`src/rtl/vm_alu_pkg.sv`:
```
package vm_alu_pkg;

  typedef enum logic [2:0] {
    OP_COPY = 3'd0,
    OP_OR   = 3'd1,
    OP_AND  = 3'd2,
    OP_XOR  = 3'd3,
    OP_ADD  = 3'd4,
    OP_SUB  = 3'd5,
    OP_SHR  = 3'd6,
    OP_SHL  = 3'd7
  } alu_op_e;

  typedef enum logic [1:0] {
    SEL_LOGIC = 2'd0,
    SEL_ARITH = 2'd1,
    SEL_SHIFT = 2'd2
  } unit_sel_e;

endpackage

```
`src/rtl/vm_alu_logic.sv`:
```
module vm_alu_logic #(
  parameter int WIDTH = 8
) (
  input  logic [WIDTH-1:0] a_i,
  input  logic [WIDTH-1:0] b_i,
  input  logic [1:0]       fn_i,
  output logic [WIDTH-1:0] res_o
);

  // One bit slice per operand bit: copy, OR, AND, XOR selected by fn_i
  for (genvar g = 0; g < WIDTH; g++) begin : g_slice
    always_comb begin
      unique case (fn_i)
        2'd0:    res_o[g] = b_i[g];
        2'd1:    res_o[g] = a_i[g] | b_i[g];
        2'd2:    res_o[g] = a_i[g] & b_i[g];
        default: res_o[g] = a_i[g] ^ b_i[g];
      endcase
    end
  end

endmodule

```
`src/rtl/vm_alu_addsub.sv`:
```
module vm_alu_addsub #(
  parameter int WIDTH = 8
) (
  input  logic [WIDTH-1:0] a_i,
  input  logic [WIDTH-1:0] b_i,
  input  logic             sub_i,
  output logic [WIDTH-1:0] res_o,
  output logic             cout_o
);

  localparam int SUM_W = WIDTH + 1;

  logic [WIDTH-1:0] b_eff;
  logic [SUM_W-1:0] sum;

  // Subtract as a + ~b + 1; the carry out is then the no-borrow indication
  always_comb begin
    b_eff = sub_i ? ~b_i : b_i;
    sum   = {1'b0, a_i} + {1'b0, b_eff} + {{WIDTH{1'b0}}, sub_i};
  end

  assign res_o  = sum[WIDTH-1:0];
  assign cout_o = sum[WIDTH];

endmodule

```
`src/rtl/vm_alu_shift.sv`:
```
module vm_alu_shift #(
  parameter int WIDTH = 8
) (
  input  logic [WIDTH-1:0] a_i,
  input  logic             left_i,
  output logic [WIDTH-1:0] res_o,
  output logic             out_bit_o
);

  always_comb begin
    if (left_i) begin
      res_o     = {a_i[WIDTH-2:0], 1'b0};
      out_bit_o = a_i[WIDTH-1];
    end else begin
      res_o     = {1'b0, a_i[WIDTH-1:1]};
      out_bit_o = a_i[0];
    end
  end

endmodule

```
`src/rtl/vm_reg_alu.sv`:
```
module vm_reg_alu
  import vm_alu_pkg::*;
#(
  parameter int WIDTH = 8
) (
  input  logic [WIDTH-1:0] x_i,
  input  logic [WIDTH-1:0] y_i,
  input  logic [2:0]       op_i,
  input  logic             swap_i,
  output logic [WIDTH-1:0] res_o,
  output logic             flag_o
);

  alu_op_e          op;
  unit_sel_e        sel;
  logic             is_sub;
  logic             do_swap;
  logic [WIDTH-1:0] opa;
  logic [WIDTH-1:0] opb;
  logic [WIDTH-1:0] logic_res;
  logic [WIDTH-1:0] arith_res;
  logic             arith_cout;
  logic [WIDTH-1:0] shift_res;
  logic             shift_bit;

  assign op      = alu_op_e'(op_i);
  assign is_sub  = (op == OP_SUB);
  // Operand exchange only takes effect for subtract
  assign do_swap = is_sub & swap_i;
  assign opa     = do_swap ? y_i : x_i;
  assign opb     = do_swap ? x_i : y_i;

  always_comb begin
    unique case (op)
      OP_ADD, OP_SUB: sel = SEL_ARITH;
      OP_SHR, OP_SHL: sel = SEL_SHIFT;
      default:        sel = SEL_LOGIC;
    endcase
  end

  vm_alu_logic #(.WIDTH(WIDTH)) u_logic (
    .a_i   (x_i),
    .b_i   (y_i),
    .fn_i  (op_i[1:0]),
    .res_o (logic_res)
  );

  vm_alu_addsub #(.WIDTH(WIDTH)) u_addsub (
    .a_i    (opa),
    .b_i    (opb),
    .sub_i  (is_sub),
    .res_o  (arith_res),
    .cout_o (arith_cout)
  );

  vm_alu_shift #(.WIDTH(WIDTH)) u_shift (
    .a_i       (x_i),
    .left_i    (op_i[0]),
    .res_o     (shift_res),
    .out_bit_o (shift_bit)
  );

  always_comb begin
    unique case (sel)
      SEL_ARITH: begin
        res_o  = arith_res;
        flag_o = arith_cout;
      end
      SEL_SHIFT: begin
        res_o  = shift_res;
        flag_o = shift_bit;
      end
      default: begin
        res_o  = logic_res;
        flag_o = 1'b0;
      end
    endcase
  end

endmodule

```
`config.mk`:
```
export PLATFORM = sky130hd
export DESIGN_NAME = vm_reg_alu
export DESIGN_NICKNAME = d
export VERILOG_FILES = /design/src/rtl/vm_alu_pkg.sv /design/src/rtl/vm_alu_logic.sv /design/src/rtl/vm_alu_addsub.sv /design/src/rtl/vm_alu_shift.sv /design/src/rtl/vm_reg_alu.sv
export SDC_FILE = /design/constraint.sdc
export NUM_CORES = 1
export LEC_CHECK = 0
export BUFFER_PORTS_ARGS = -buffer_cell sky130_fd_sc_hd__buf_2
export CAP_MARGIN = 20
export CORE_MARGIN = 2
export CORE_UTILIZATION = 47
export DETAILED_ROUTE_END_ITERATION = 10
export PLACE_DENSITY = 0.72
export SYNTH_ARGS = -nofsm -noshare
export SYNTH_HDL_FRONTEND = slang
export SYNTH_HIERARCHICAL = 1
export SYNTH_SLANG_ARGS = --single-unit
```
`constraint.sdc`:
```
create_clock -name vclk -period 2.3
set_clock_uncertainty 0.2 [all_clocks]
set_input_delay 0.115 -clock vclk [all_inputs]
set_output_delay 0.115 -clock vclk [all_outputs]
set_load 0.1 [all_outputs]
```
==> results.py <==
metrics = {
    "run_status": {
        "outcome": "complete, but fails checks",
        "violations": "setup timing",
    },
    "timing": {
        "maxSlewViolCount": 0,
        "finalHoldViolCount": 0,
        "period_share_pct": 127,
        "timing.hold.ws_ns": 0.675,
        "fin_crit_ns": 2.91,
        "max_freq_ghz": 0.343,
        "setup_tns_ns": -3.57,
        "worst_slew_pin_slew_ns": 0.504,
        "slew_headroom_pct": 66.4,
        "fin_ws_ns": -0.614,
        "setup_violations": 8,
        "rsz0062_at_grt": "true",
    },
    "pwr": {
        "power_density_nw_per_um2": 364,
        "leakagePower_nw": 1.19,
        "ir_drop_mv": 0.254,
    },
    "global_route": {
        "grt_pass1_wl_um": 7200,
        "antenna_found_initial": 0,
        "grt-ovfl-total": 0,
        "grt.total_usage_pct": 26.2,
        "grt_pass1_vias": 1590,
        "grt_max_degree": 18,
    },
    "route": {
        "wire_per_inst_um": 16.4,
        "ant_nets": 0,
        "drtIter0Drc": 75,
        "viasPerCell": 5.49,
        "first_pass_iters": 4,
        "dr_total_vias": 1503,
        "drt_wl_total_um": 4500,
        "drcViolationCount": 0,
    },
    "place": {
        "io_buffer_count": 29,
        "hpwlAfterDp_um": 3210,
        "place_congestion": 0.885,
        "placed_area_um2": 2150,
    },
    "worst_setup_path": {
        "crit_arrival_ns": 2.60,
        "cp.required_ns": 1.99,
        "cp-start-kind": "primary input",
        "slowest_delay_ns": 0.34,
        "critPathSlowestCell": "mux2_4",
        "cp_cell_sequence": "buf_8 -> nand4b_4 -> mux2_4 -> xor2_1 -> ha_1 -> nor2b_4 -> o31a_1 -> o21ai_0 -> a31oi_2 -> a22oi_2 -> o21ai_4 -> buf_12",
        "end_kind": "output pin",
        "cp-startpoint": "op_i[1]",
        "crit_fanout": 5,
        "critical_path_class": "in2out",
    },
    "layout": {
        "drive_gt1_share_pct": 58.7,
        "multi_input_area_um2": 1490,
        "regArea_um2": 0,
        "fillCellCount": 202,
        "final_nets": 278,
        "n_clock_buffer": 0,
        "areaGrowthSynthToFinish_pct": 55.4,
        "design.seq.count": 0,
        "final_cell_area_um2": 2300,
        "n_antenna_cell": 0,
        "final_core_util_pct": 76.1,
    },
    "logic_synthesis": {
        "yosysTopAreaCell": "ha_1",
        "synthTopCellsByCount": "inv_1, ha_1, mux2_4",
        "netlist_area_um2": 1480,
        "synth_top_area_share_pct": 21.1,
        "yosys_warnings": 6,
        "ys_types": 32,
        "syn-instance-count": 163,
        "syn_avg_cell_area_um2": 9.10,
        "synthTopCellsByArea": "ha_1, mux2_4, mux4_2",
        "ys_seq_area_share_pct": 0,
        "yosysMostFrequentCell": "inv_1",
        "synth_nets": 209,
    },
    "run": {
        "drv_cap": 0,
    },
    "clock_network": {
        "holdBufCountCts": 0,
    },
    "floorplan": {
        "fp-row-count": 20,
        "dieArea_um2": 3620,
        "coreArea_um2": 3030,
        "dieHeight_um": 60.2,
        "pin_count": 29,
        "die_x_um": 60.2,
        "start_util_pct": 49.0,
    },
    "worst_hold_path": {
        "min_path_type": "in2out",
        "hold_start": "y_i[0]",
    },
}
stage by stage:
stage | power [mW] | std cells | worst slack (ns)
floorplan | 0.490 | 163 | -0.726
global placement | 0.736 | 269 | -0.645
detailed placement | 0.762 | 269 | -0.726
CTS | 0.811 | 272 | -0.608
global route | 0.882 | 274 | -0.654
finish | 0.839 | 274 | -0.614
cells by family after synthesis:
kind of cell	Yosys count	synth area share (%)
buf+inv	39	12.4
mux	32	34.9
compound gates	30	13.9
fa+ha+maj	26	22.4
simple gates	24	9.28
xor+xnor	12	7.09
metal layers:
| layer | GRT usage, % | routed length, µm |
|---|---|---|
| met5 | 0 | 0 |
| met4 | 7.62 | 106 |
| met3 | 1.52 | 156 |
| met2 | 51.9 | 2430 |
| met1 | 29.4 | 1810 |
area by class of cell:
cell class         count  share of cell area, %
multi-input cells    125                   64.8
repair buffers        74                   27.8
inverters             31                   5.05
well taps             44                   2.39
final timing paths:
kind              endpoint  depth (start not counted)
hold / removal    res_o[0]                          5
setup / recovery  res_o[6]                         12
critical path: cells and delay by family:
| family | cells | cell delay (ns) |
|---|---|---|
| compound gates | 5 | 1.05 |
| xor+xnor | 1 | 0.14 |
| fa+ha+maj | 1 | 0.31 |
| simple gates | 2 | 0.37 |
| mux | 1 | 0.34 |
| buf+inv | 2 | 0.27 |
repair_timing:
action,in CTS,in global routing
resized for setup,20,4
cloned,1,0
hold endpoints to repair,0,0
pin swaps,7,7
buffers inserted,2,2
endpoints found under the setup margin,8,8
where the power goes:
group	switching (mW)	internal (mW)
Combinational	0.460	0.378
Clock	0	0
Sequential	0	0
Total	0.460	0.378
cells in the final DEF (no fill, tap or decap), types with 2 or more instances in the layout:
cell / synthesis / final
nor2_1: 5 / 3
xnor2_1: 3 / 3
mux4_2: 8 / 8
a22oi_1: 9 / 6
xor2_1: 9 / 8
nand2_1: 10 / 10
ha_1: 25 / 23
nand4b_4: 1 / 2
o21ai_4: 0 / 8
mux2_4: 17 / 17
o31a_1: 2 / 2
buf_2: 0 / 17
o21ai_0: 10 / 2
a22oi_2: 0 / 3
mux2_2: 6 / 6
or2_2: 2 / 2
buf_12: 0 / 9
buf_6: 5 / 2
inv_1: 31 / 31
ha_2: 0 / 2
buf_4: 0 / 45
No activity file was read; power rests on OpenSTA's default activity.
